$ cat config.mk
export PLATFORM = sky130hd
export DESIGN_NAME = ddr2_cmd_monitor
export DESIGN_NICKNAME = d
export VERILOG_FILES = /design/src/rtl/ddr2_mon_pkg.sv /design/src/rtl/ddr2_cmd_decode.sv /design/src/rtl/ddr2_win_cnt.sv /design/src/rtl/ddr2_bank_track.sv /design/src/rtl/ddr2_cmd_monitor.sv
export SDC_FILE = /design/constraint.sdc
export NUM_CORES = 1
export LEC_CHECK = 0
export BUFFER_PORTS_ARGS = -buffer_cell sky130_fd_sc_hd__buf_2
export CORE_AREA = 8 8 101 103
export DETAILED_ROUTE_END_ITERATION = 10
export DIE_AREA = 0 0 109 111
export PLACE_DENSITY = 0.8
export SYNTH_ARGS = -nofsm -noshare
export SYNTH_HDL_FRONTEND = slang
export SYNTH_SLANG_ARGS = --single-unit
$ cat constraint.sdc
create_clock -name clk_i -period 3.4 [get_ports clk_i]
set_input_delay 0.34 -clock clk_i [delete_from_list [all_inputs] [get_ports clk_i]]
set_output_delay 0.34 -clock clk_i [all_outputs]
set_load 0.01 [all_outputs]
$ cat src/rtl/ddr2_mon_pkg.sv
package ddr2_mon_pkg;

    typedef enum logic [3:0] {
        CMD_DESEL = 4'd0,
        CMD_NOP   = 4'd1,
        CMD_LMR   = 4'd2,
        CMD_REF   = 4'd3,
        CMD_SREF  = 4'd4,
        CMD_PDE   = 4'd5,
        CMD_EXIT  = 4'd6,
        CMD_PRE   = 4'd7,
        CMD_PREA  = 4'd8,
        CMD_ACT   = 4'd9,
        CMD_WR    = 4'd10,
        CMD_RD    = 4'd11,
        CMD_CKEL  = 4'd12
    } cmd_e;

    typedef enum logic [2:0] {
        RSN_NONE      = 3'd0,
        RSN_RDWR_IDLE = 3'd1,
        RSN_ACT_OPEN  = 3'd2,
        RSN_LMR_OPEN  = 3'd3,
        RSN_MRD       = 3'd4,
        RSN_BURST     = 3'd5,
        RSN_SREF_OPEN = 3'd6
    } rsn_e;

    function automatic logic cmd_is_exec(cmd_e c);
        return (c == CMD_LMR) || (c == CMD_REF) || (c == CMD_SREF) ||
               (c == CMD_PRE) || (c == CMD_PREA) || (c == CMD_ACT) ||
               (c == CMD_WR)  || (c == CMD_RD);
    endfunction

    function automatic logic cmd_is_rdwr(cmd_e c);
        return (c == CMD_RD) || (c == CMD_WR);
    endfunction

endpackage

$ cat src/rtl/ddr2_cmd_decode.sv
module ddr2_cmd_decode
    import ddr2_mon_pkg::*;
(
    input  logic cke_prev_i,
    input  logic cke_i,
    input  logic cs_n_i,
    input  logic ras_n_i,
    input  logic cas_n_i,
    input  logic we_n_i,
    input  logic a10_i,
    output cmd_e cmd_o
);

    logic [2:0] strobes;
    assign strobes = {ras_n_i, cas_n_i, we_n_i};

    always_comb begin
        cmd_o = CMD_CKEL;
        case ({cke_prev_i, cke_i})
            2'b01: cmd_o = CMD_EXIT;
            2'b10: begin
                if (cs_n_i || strobes == 3'b111) cmd_o = CMD_PDE;
                else if (strobes == 3'b001)      cmd_o = CMD_SREF;
                else                             cmd_o = CMD_CKEL;
            end
            2'b11: begin
                if (cs_n_i) begin
                    cmd_o = CMD_DESEL;
                end else begin
                    case (strobes)
                        3'b000:  cmd_o = CMD_LMR;
                        3'b001:  cmd_o = CMD_REF;
                        3'b010:  cmd_o = a10_i ? CMD_PREA : CMD_PRE;
                        3'b011:  cmd_o = CMD_ACT;
                        3'b100:  cmd_o = CMD_WR;
                        3'b101:  cmd_o = CMD_RD;
                        default: cmd_o = CMD_NOP;
                    endcase
                end
            end
            default: cmd_o = CMD_CKEL;
        endcase
    end

endmodule

$ cat src/rtl/ddr2_win_cnt.sv
module ddr2_win_cnt #(
    parameter int W = 4
) (
    input  logic         clk_i,
    input  logic         rst_i,
    input  logic         load_i,
    input  logic [W-1:0] load_val_i,
    output logic [W-1:0] cnt_o
);

    logic [W-1:0] cnt_d, cnt_q;

    always_comb begin
        cnt_d = cnt_q;
        if (load_i)           cnt_d = load_val_i;
        else if (cnt_q != '0) cnt_d = cnt_q - 1'b1;
    end

    always_ff @(posedge clk_i) begin
        if (rst_i) cnt_q <= '0;
        else       cnt_q <= cnt_d;
    end

    assign cnt_o = cnt_q;

    // Windows for R8 and R9 are only reopened once they have run out.
    assert_load_when_idle_R8: assert property (@(posedge clk_i) disable iff (rst_i)
        load_i |-> (cnt_q == '0));

endmodule

$ cat src/rtl/ddr2_bank_track.sv
module ddr2_bank_track #(
    parameter int BA_W = 2,
    parameter int A_W  = 13
) (
    input  logic                   clk_i,
    input  logic                   rst_i,
    input  logic                   act_i,
    input  logic                   pre_i,
    input  logic                   prea_i,
    input  logic                   ap_close_i,
    input  logic [BA_W-1:0]        bank_i,
    input  logic [BA_W-1:0]        ap_bank_i,
    input  logic [A_W-1:0]         row_i,
    output logic [(1<<BA_W)-1:0]   open_o,
    output logic [A_W-1:0]         row_o
);

    localparam int NB = 1 << BA_W;

    typedef struct packed {
        logic [NB-1:0]          open;
        logic [NB-1:0][A_W-1:0] row;
    } bank_st_t;

    bank_st_t st_d, st_q;

    always_comb begin
        st_d = st_q;
        for (int b = 0; b < NB; b++) begin
            if (prea_i)                                    st_d.open[b] = 1'b0;
            if (pre_i && bank_i == BA_W'(b))               st_d.open[b] = 1'b0;
            if (ap_close_i && ap_bank_i == BA_W'(b))       st_d.open[b] = 1'b0;
            if (act_i && bank_i == BA_W'(b)) begin
                st_d.open[b] = 1'b1;
                st_d.row[b]  = row_i;
            end
        end
    end

    always_ff @(posedge clk_i) begin
        if (rst_i) st_q <= '0;
        else       st_q <= st_d;
    end

    assign open_o = st_q.open;
    assign row_o  = st_q.row[bank_i];

    for (genvar gb = 0; gb < NB; gb++) begin : g_bank_chk
        assert_open_by_act_R5: assert property (@(posedge clk_i) disable iff (rst_i)
            $rose(st_q.open[gb]) |-> $past(act_i && bank_i == BA_W'(gb)));
        assert_close_cause_R10: assert property (@(posedge clk_i) disable iff (rst_i)
            $fell(st_q.open[gb]) |-> $past(prea_i || (pre_i && bank_i == BA_W'(gb)) ||
                                           (ap_close_i && ap_bank_i == BA_W'(gb))));
    end

endmodule

$ cat src/rtl/ddr2_cmd_monitor.sv
module ddr2_cmd_monitor
    import ddr2_mon_pkg::*;
#(
    parameter int BA_W      = 2,
    parameter int A_W       = 13,
    parameter int MRD_W     = 4,
    parameter int BURST_CYC = 2
) (
    input  logic                  clk_i,
    input  logic                  rst_i,
    input  logic                  cke_i,
    input  logic                  cs_n_i,
    input  logic                  ras_n_i,
    input  logic                  cas_n_i,
    input  logic                  we_n_i,
    input  logic [BA_W-1:0]       ba_i,
    input  logic [A_W-1:0]        addr_i,
    input  logic [MRD_W-1:0]      tmrd_cyc_i,
    input  logic                  viol_clr_i,
    output logic [3:0]            cmd_o,
    output logic [BA_W-1:0]       bank_o,
    output logic [A_W-1:0]        addr_o,
    output logic [A_W-1:0]        row_o,
    output logic                  ap_o,
    output logic [(1<<BA_W)-1:0]  bank_open_o,
    output logic                  viol_o,
    output logic [2:0]            viol_code_o
);

    localparam int NB     = 1 << BA_W;
    localparam int AP_BIT = 10;
    localparam int BW     = (BURST_CYC > 2) ? $clog2(BURST_CYC) : 1;

    typedef struct packed {
        logic             cke_prev;
        cmd_e             cmd;
        logic [BA_W-1:0]  bank;
        logic [A_W-1:0]   addr;
        logic [A_W-1:0]   row;
        logic             ap;
        logic             ap_pend;
        logic [BA_W-1:0]  ap_bank;
        logic             viol;
        rsn_e             code;
    } mon_st_t;

    mon_st_t st_d, st_q;

    cmd_e             cmd_now;
    rsn_e             rsn;
    logic             legal, rdwr, exec_cmd;
    logic [NB-1:0]    trk_open;
    logic [A_W-1:0]   trk_row;
    logic [MRD_W-1:0] mrd_cnt, mrd_val;
    logic [BW-1:0]    bst_cnt;
    logic             mrd_busy, bst_busy, bst_last, ap_close;

    ddr2_cmd_decode u_dec (
        .cke_prev_i (st_q.cke_prev),
        .cke_i      (cke_i),
        .cs_n_i     (cs_n_i),
        .ras_n_i    (ras_n_i),
        .cas_n_i    (cas_n_i),
        .we_n_i     (we_n_i),
        .a10_i      (addr_i[AP_BIT]),
        .cmd_o      (cmd_now)
    );

    assign rdwr     = cmd_is_rdwr(cmd_now);
    assign exec_cmd = cmd_is_exec(cmd_now);
    assign mrd_busy = (mrd_cnt != '0);
    assign bst_busy = (bst_cnt != '0);
    assign bst_last = (bst_cnt == BW'(1));
    assign ap_close = bst_last && st_q.ap_pend;
    assign mrd_val  = (tmrd_cyc_i == '0) ? '0 : tmrd_cyc_i - 1'b1;

    // Reason selection, fixed priority
    always_comb begin
        rsn = RSN_NONE;
        if (mrd_busy && exec_cmd)                        rsn = RSN_MRD;
        else if (bst_busy && rdwr)                       rsn = RSN_BURST;
        else if (rdwr && !trk_open[ba_i])                rsn = RSN_RDWR_IDLE;
        else if (cmd_now == CMD_ACT && trk_open[ba_i])   rsn = RSN_ACT_OPEN;
        else if (cmd_now == CMD_LMR && |trk_open)        rsn = RSN_LMR_OPEN;
        else if (cmd_now == CMD_SREF && |trk_open)       rsn = RSN_SREF_OPEN;
    end

    assign legal = (rsn == RSN_NONE);

    ddr2_win_cnt #(.W(MRD_W)) u_mrd (
        .clk_i      (clk_i),
        .rst_i      (rst_i),
        .load_i     (legal && cmd_now == CMD_LMR),
        .load_val_i (mrd_val),
        .cnt_o      (mrd_cnt)
    );

    ddr2_win_cnt #(.W(BW)) u_bst (
        .clk_i      (clk_i),
        .rst_i      (rst_i),
        .load_i     (legal && rdwr),
        .load_val_i (BW'(BURST_CYC - 1)),
        .cnt_o      (bst_cnt)
    );

    ddr2_bank_track #(.BA_W(BA_W), .A_W(A_W)) u_trk (
        .clk_i      (clk_i),
        .rst_i      (rst_i),
        .act_i      (legal && cmd_now == CMD_ACT),
        .pre_i      (legal && cmd_now == CMD_PRE),
        .prea_i     (legal && cmd_now == CMD_PREA),
        .ap_close_i (ap_close),
        .bank_i     (ba_i),
        .ap_bank_i  (st_q.ap_bank),
        .row_i      (addr_i),
        .open_o     (trk_open),
        .row_o      (trk_row)
    );

    always_comb begin
        st_d          = st_q;
        st_d.cke_prev = cke_i;
        st_d.cmd      = cmd_now;
        st_d.bank     = ba_i;
        st_d.addr     = addr_i;
        st_d.ap       = rdwr && addr_i[AP_BIT];
        if (cmd_now == CMD_ACT) st_d.row = addr_i;
        else if (rdwr)          st_d.row = trk_row;
        else                    st_d.row = '0;

        if (legal && rdwr) begin
            st_d.ap_pend = addr_i[AP_BIT];
            st_d.ap_bank = ba_i;
        end else if (bst_last) begin
            st_d.ap_pend = 1'b0;
        end

        st_d.viol = st_q.viol && !viol_clr_i;
        st_d.code = viol_clr_i ? RSN_NONE : st_q.code;
        if (!legal && !st_d.viol) begin
            st_d.viol = 1'b1;
            st_d.code = rsn;
        end
    end

    always_ff @(posedge clk_i) begin
        if (rst_i) begin
            st_q          <= '0;
            st_q.cmd      <= CMD_DESEL;
            st_q.code     <= RSN_NONE;
        end else begin
            st_q          <= st_d;
        end
    end

    assign cmd_o       = st_q.cmd;
    assign bank_o      = st_q.bank;
    assign addr_o      = st_q.addr;
    assign row_o       = st_q.row;
    assign ap_o        = st_q.ap;
    assign bank_open_o = trk_open;
    assign viol_o      = st_q.viol;
    assign viol_code_o = st_q.code;

    assert_sticky_R12: assert property (@(posedge clk_i) disable iff (rst_i)
        (st_q.viol && !viol_clr_i) |=> (viol_o && $stable(viol_code_o)));

    assert_cke_exit_R3: assert property (@(posedge clk_i) disable iff (rst_i)
        $rose(cke_i) |=> (st_q.cmd == CMD_EXIT));

    assert_burst_cut_R9: assert property (@(posedge clk_i) disable iff (rst_i || viol_clr_i)
        (cmd_is_rdwr(st_q.cmd) ##1 cmd_is_rdwr(st_q.cmd)) |-> viol_o);

    assert_code_set_R13: assert property (@(posedge clk_i) disable iff (rst_i)
        $rose(viol_o) |-> (viol_code_o != RSN_NONE));

endmodule

==> results of run 1 <==
[path summary, 6_finish.rpt]
check	to	startpoint	cells past startpoint	slack (ns)
setup reg to reg	u_trk.st_q[45]$_SDFFE_PP0P_	u_mrd.cnt_o[0]$_SDFFE_PP0P_	9	0.70
hold / removal	row_o[12]$_SDFF_PP0_	addr_i[12]	2	0.18
hold reg to reg	u_trk.st_q[34]$_SDFFE_PP0P_	u_trk.st_q[34]$_SDFFE_PP0P_	2	0.46
setup / recovery	u_trk.st_q[45]$_SDFFE_PP0P_	u_mrd.cnt_o[0]$_SDFFE_PP0P_	9	0.70
[logic make-up (layout without fill, tap and decap cells)]
| group | after synthesis | in the layout | synth area share (%) |
|---|---|---|---|
| flops | 102 | 102 | 42.8 |
| mux | 59 | 59 | 16.2 |
| fa+ha+maj | 2 | 2 | 0.525 |
| buf+inv | 92 | 113 | 11.3 |
| xor+xnor | 2 | 2 | 0.368 |
| compound gates | 75 | 75 | 13.1 |
| simple gates | 150 | 150 | 15.7 |
[layout make-up]
class	count	area (um2)
multi-input cells	288	2190
clock inverters	7	66.3
inverters	20	75.1
well taps	108	135
clock buffers	9	124
flip-flops and latches	102	2040
repair buffers	77	410
fillers	745	3500
[where the power goes]
part / switching, mW / total, mW / internal, mW
Clock: 0.456 / 0.739 / 0.283
Sequential: 0.0226 / 1.26 / 1.23
Combinational: 0.217 / 0.359 / 0.143
Total: 0.695 / 2.35 / 1.66
[critical path: stages, from the launching register on]
cell and delay (ns):
dfxtp_1 0.32, inv_1 0.10, ha_1 0.18, or3b_1 0.43, a21oi_1 0.15, o32a_1 0.19, o41ai_2 0.08, buf_4 0.22
or3_1 0.60, a31o_2 0.33
[cell usage in the layout, fill, tap and decap left out, types with 4 or more instances in the layout]
cell type and instances:
mux4_2 14, a22o_1 12, a21oi_1 7, and3_1 4
nand2_1 70, dfxtp_1 102, buf_4 10, nand2b_1 6
clkbuf_8 9, o21ai_0 5, mux2_2 5, mux2i_1 40
nor4_1 15, nand3_1 9, buf_2 67, nor2_1 14
o311ai_0 5, a31o_2 13, inv_1 19, nor2b_1 6
[state kept, by name, summed over array words and instances, names as in the netlist]
name,flops
viol_code_o,3
cmd_o,4
u_trk.st_q,52
viol_o,1
ap_o,1
u_bst.cnt_o,1
st_q,4
addr_o,13
u_mrd.cnt_o,4
u_trk.open_o,4
bank_o,2
row_o,13
[metal layers]
| layer | global-route usage (%) | part of all wire, % | routed length (um) | vias to the layer above |
|---|---|---|---|---|
| met4 | 7.49 | 2.0 | 208 | 0 |
| met2 | 26.8 | 46 | 4820 | 110 |
| met1 | 22.6 | 44 | 4620 | 1687 |
| li1 | - | - | - | 1719 |
| met3 | 3.60 | 7.3 | 755 | 20 |
| met5 | 0 | 0 | 0 | - |
[stage by stage]
step / instance area [um2] / std cells
global route: 5050 / 611
global placement: 4860 / 595
finish: 5050 / 611
floorplan: 4770 / 482
CTS: 5050 / 611
detailed placement: 4860 / 595
==> flow_summary.yaml, run 1 <==
setup_path:
  worstSetupStartpointType: "flip-flop"
  crit_type: "flip-flop to flip-flop"
  endpoint_kind: "flip-flop"
  required_ns: 3.67
  critPathMaxFanout: 21
  cp.arrival_ns: 2.98
cts:
  cts.path.max_buffers: 2
  cts_buffers: 9
  cts_hold_buf: 0
  cts_setup_buffers: 0
  cts_tree: "built"
  root_buffer: "clkbuf_8"
  clk_latency_ns: 0.38
  path_clk_slew_ns: 0.11
  htreeDepth: 3
  postCtsResizedCells: 0
  cts_sinks: 102
floorplanning:
  die_area_mm2: 0.0121
  row_count: 34
  die_y_um: 111
  coreArea_mm2: 0.00855
  ioPinCount: 68
  die_w_um: 109
  start_util_pct: 55.8
timing:
  skew_ns: 0.0153
  hold_viol_final: 0
  finalSetupTns_ns: 0
  fin_crit_sh_pct: 79.5
  rsz0062_at_grt: "no"
  timing.fmax_mhz: 370
  whs_ns: 0.183
  setup_slack_ns: 0.696
  min_period_ns: 2.70
  worst_slew_pin_slew_ns: 0.753
  slew_violations: 0
  finalSetupViolations: 0
  relSlewSlack_pct: 49.1
route:
  drtIter0Drc: 267
  route.detailed.drc: 0
  ant_nets: 0
  viasPerCell: 5.79
  drt-pass1-iter-count: 4
  wire_per_inst_um: 17.0
  drt_wl_total_um: 10400
  num_vias: 3536
synthesis:
  syn_nets: 511
  yosysSeqAreaShare_pct: 42.8
  synth_ff_type: "dfxtp_1"
  ys.warnings.count: 0
  synth-edff-count: 0
  synth_seq_cells: 102
  yosysUniqueCellTypes: 63
  synthTopCellsByCount: "dfxtp_1 (102), nand2_1 (70), mux2i_1 (40)"
  yosys.area.top_type: "dfxtp_1"
  synth_area_leaders: "dfxtp_1 (43%), mux2i_1 (8.4%), mux4_2 (6.6%), buf_4 (6.1%), nand2_1 (5.5%)"
  syn_area_per_cell_um2: 9.89
  yosysTopAreaCellShare_pct: 42.8
  synth.most_common_cell: "dfxtp_1"
  netlist_area_mm2: 0.00477
  synthCells: 482
  synthArstFlopShare_pct: 0
job:
  max_cap_violations: 0
power:
  p_per_area_mw_per_mm2: 467
  irDropWorstVdd_v: 0.000271
  power.total_mw: 2.35
  power_leakage_nw: 2.30
layout:
  final_core_util_pct: 59.0
  drive_gt1_share_pct: 27.4
  syn2layout_area_growth_pct: 5.85
  nets: 527
  antenna-diode-count: 0
global_route:
  grt_overflow: 0
  track_usage_pct: 17.3
  grt_pass1_wl_um: 17200
  grt_pass1_vias: 3480
  grt_max_degree: 30
  grt_antenna_before_repair: 0
placement:
  port_buffers: 67
  dp_slack_ns: 0.552
  dp_hpwl_um: 7310
  gp_congestion: 0.885
outcome:
  outcome: "completed"
worst_hold_path:
  hp-class: "primary input to flip-flop"
(Power assumes the default switching activity.)
==> inputs of run 2 (changes only) <==
--- a/config.mk
+++ b/config.mk
@@ -6,10 +6,10 @@
 export NUM_CORES = 1
 export LEC_CHECK = 0
 export BUFFER_PORTS_ARGS = -buffer_cell sky130_fd_sc_hd__buf_2
-export CORE_AREA = 8 8 101 103
+export CORE_AREA = 8 8 105 107
 export DETAILED_ROUTE_END_ITERATION = 10
-export DIE_AREA = 0 0 109 111
-export PLACE_DENSITY = 0.8
+export DIE_AREA = 0 0 113 115
+export PLACE_DENSITY = 0.77
 export SYNTH_ARGS = -nofsm -noshare
 export SYNTH_HDL_FRONTEND = slang
 export SYNTH_SLANG_ARGS = --single-unit
==> constraint.sdc (replaced) <==
create_clock -name clk_i -period 2.4 [get_ports clk_i]
set_input_delay 0.24 -clock clk_i [delete_from_list [all_inputs] [get_ports clk_i]]
set_output_delay 0.24 -clock clk_i [all_outputs]
set_load 0.01 [all_outputs]
==> flow_summary.yaml, run 2 (synthesized netlist as in run 1, its figures left out) <==
outcome:
  outcome: "completed"
global_route:
  track_usage_pct: 17.1
  grt_max_degree: 69
  grt_overflow: 0
  grt_pass1_wl_um: 18000
  grt_antenna_before_repair: 0
  grt_pass1_vias: 3601
cts:
  cts_hold_buf: 0
  cts_tree: "built"
  htreeDepth: 3
  cts.path.max_buffers: 2
  clk_latency_ns: 0.38
  path_clk_slew_ns: 0.11
  cts_sinks: 102
  cts_buffers: 9
  root_buffer: "clkbuf_8"
timing:
  worst_slew_pin_slew_ns: 0.501
  min_period_ns: 2.38
  setup_slack_ns: 0.0201
  slew_violations: 0
  finalSetupTns_ns: 0
  fin_crit_sh_pct: 99.2
  finalSetupViolations: 0
  skew_ns: 0.0158
  rsz0062_at_grt: "yes"
  timing.fmax_mhz: 420
  hold_viol_final: 0
  relSlewSlack_pct: 66.5
layout:
  final_core_util_pct: 58.2
  syn2layout_area_growth_pct: 15.5
  final-seq-area_mm2: 0.00205
  final_cell_area_mm2: 0.00551
  final_cell_mix: "dfxtp_1 (95), nand2_1 (70), buf_2 (67)"
  largest_reg_flops: 52
  largest-register: "u_trk.st_q"
  nets: 553
  drive_gt1_share_pct: 34.8
  multi_input_area_mm2: 0.00236
  final_common_cell: "dfxtp_1"
  nFillCells: 794
  antenna-diode-count: 0
setup_path:
  cp.arrival_ns: 2.64
  worstSetupStartpointType: "flip-flop"
  reg2reg_to: "u_trk.st_q[21]$_SDFFE_PP0P_"
  r2r_cells: 5
  reg2reg_slack_ns: 0.02
  required_ns: 2.66
  critPathMaxFanout: 14
  critical_path.startpoint: "u_trk.open_o[0]$_SDFFE_PP0P_"
  endpoint: "u_trk.st_q[21]$_SDFFE_PP0P_"
  crit_type: "flip-flop to flip-flop"
  endpoint_kind: "flip-flop"
  r2r_start: "u_trk.open_o[0]$_SDFFE_PP0P_"
job:
  max_cap_violations: 0
power:
  p_clk_share_pct: 31.3
  p_per_area_mw_per_mm2: 656
  irDropWorstVdd_v: 0.000343
  comb_power_share_pct: 19.2
  p_int_mw: 2.57
  power_frac_seq_pct: 49.5
  power_leakage_nw: 2.52
  netSwitchingPower_mw: 1.04
  switching_share_pct: 28.8
route:
  drtIter0Drc: 312
  wire_per_inst_um: 18.1
  route.detailed.drc: 0
  viasPerCell: 5.88
  ant_nets: 0
  drt_wl_total_um: 11600
  drt-pass1-iter-count: 5
  num_vias: 3778
floorplanning:
  row_count: 36
  coreArea_mm2: 0.00946
  die_y_um: 115
  ioPinCount: 68
  die_w_um: 113
  start_util_pct: 50.4
  die_area_mm2: 0.0130
placement:
  gp_congestion: 0.850
  dp_hpwl_um: 7570
  port_buffers: 67
  dp_slack_ns: -0.0444
  postPlaceCellArea_mm2: 0.00505
worst_hold_path:
  hp-class: "primary input to flip-flop"
## run 2: cell types whose count changed in the layout (fill, tap and decap cells not counted), moves of 3 or more
cell and delta:
a31o_2 -9, dfxtp_1 -7, a31o_4 +9, buf_6 +3, dfxtp_2 +7, buf_4 +18
## run 2: layer usage
| metal | global-route usage [%] | share of wire [%] | vias up |
|---|---|---|---|
| met4 | 8.53 | 1.9 | 0 |
| met5 | 0 | 0 | - |
| met3 | 4.04 | 6.0 | 21 |
| met2 | 26.9 | 48 | 131 |
| met1 | 21.7 | 44 | 1862 |
| li1 | - | - | 1764 |
## run 2: worst min path at each step
stage	depth (start not counted)	startpoint	slack, ns	endpoint
after floorplan	1	rst_i	0.32	bank_o[0]$_SDFF_PP0_
after global placement	2	u_trk.st_q[34]$_SDFFE_PP0P_	0.44	u_trk.st_q[34]$_SDFFE_PP0P_
after detailed placement	2	u_trk.st_q[37]$_SDFFE_PP0P_	0.45	u_trk.st_q[37]$_SDFFE_PP0P_
after CTS	2	addr_i[12]	0.07	row_o[12]$_SDFF_PP0_
after global routing	2	addr_i[2]	0.07	row_o[2]$_SDFF_PP0_
final	2	addr_i[12]	0.08	row_o[12]$_SDFF_PP0_
## run 2: power groups by stage
stage | Combinational (mW) | Sequential, mW | Clock (mW)
floorplan | 0.440 | 1.82 | 0
global placement | 0.600 | 1.82 | 0
detailed placement | 0.621 | 1.82 | 0
CTS | 0.634 | 1.79 | 1.14
global route | 0.758 | 1.80 | 1.23
finish | 0.694 | 1.79 | 1.13
## run 2: cell type report
cell class	instances	share of cell area [%]
clock inverter	6	1.41
clock buffer	9	2.25
inverter	20	1.36
multi-input combinational	288	42.9
tap	114	2.59
sequential	102	37.3
timing repair buffer	103	12.3
## run 2: through the flow
step | power [mW] | hold WS [ns] | instances
after floorplan | 2.26 | 0.321 | 482
after global placement | 2.42 | 0.440 | 618
after detailed placement | 2.45 | 0.451 | 618
after CTS | 3.56 | 0.0718 | 634
after global routing | 3.78 | 0.0737 | 642
final | 3.61 | 0.0783 | 642
## run 2: repair_timing
action / CTS / global route
pin swaps: 2 / 12
gates cloned: 0 / 1
endpoints found under the setup margin: 38 / 37
resized for setup: 7 / 26
setup buffers: 1 / 7
## run 2: worst max-delay path, stage by stage, from the launching register on
cell,delay (ns)
dfxtp_2,0.36
mux4_2,0.55
a211oi_4,0.35
o21ai_4,0.14
or4_4,0.67
mux2i_1,0.17
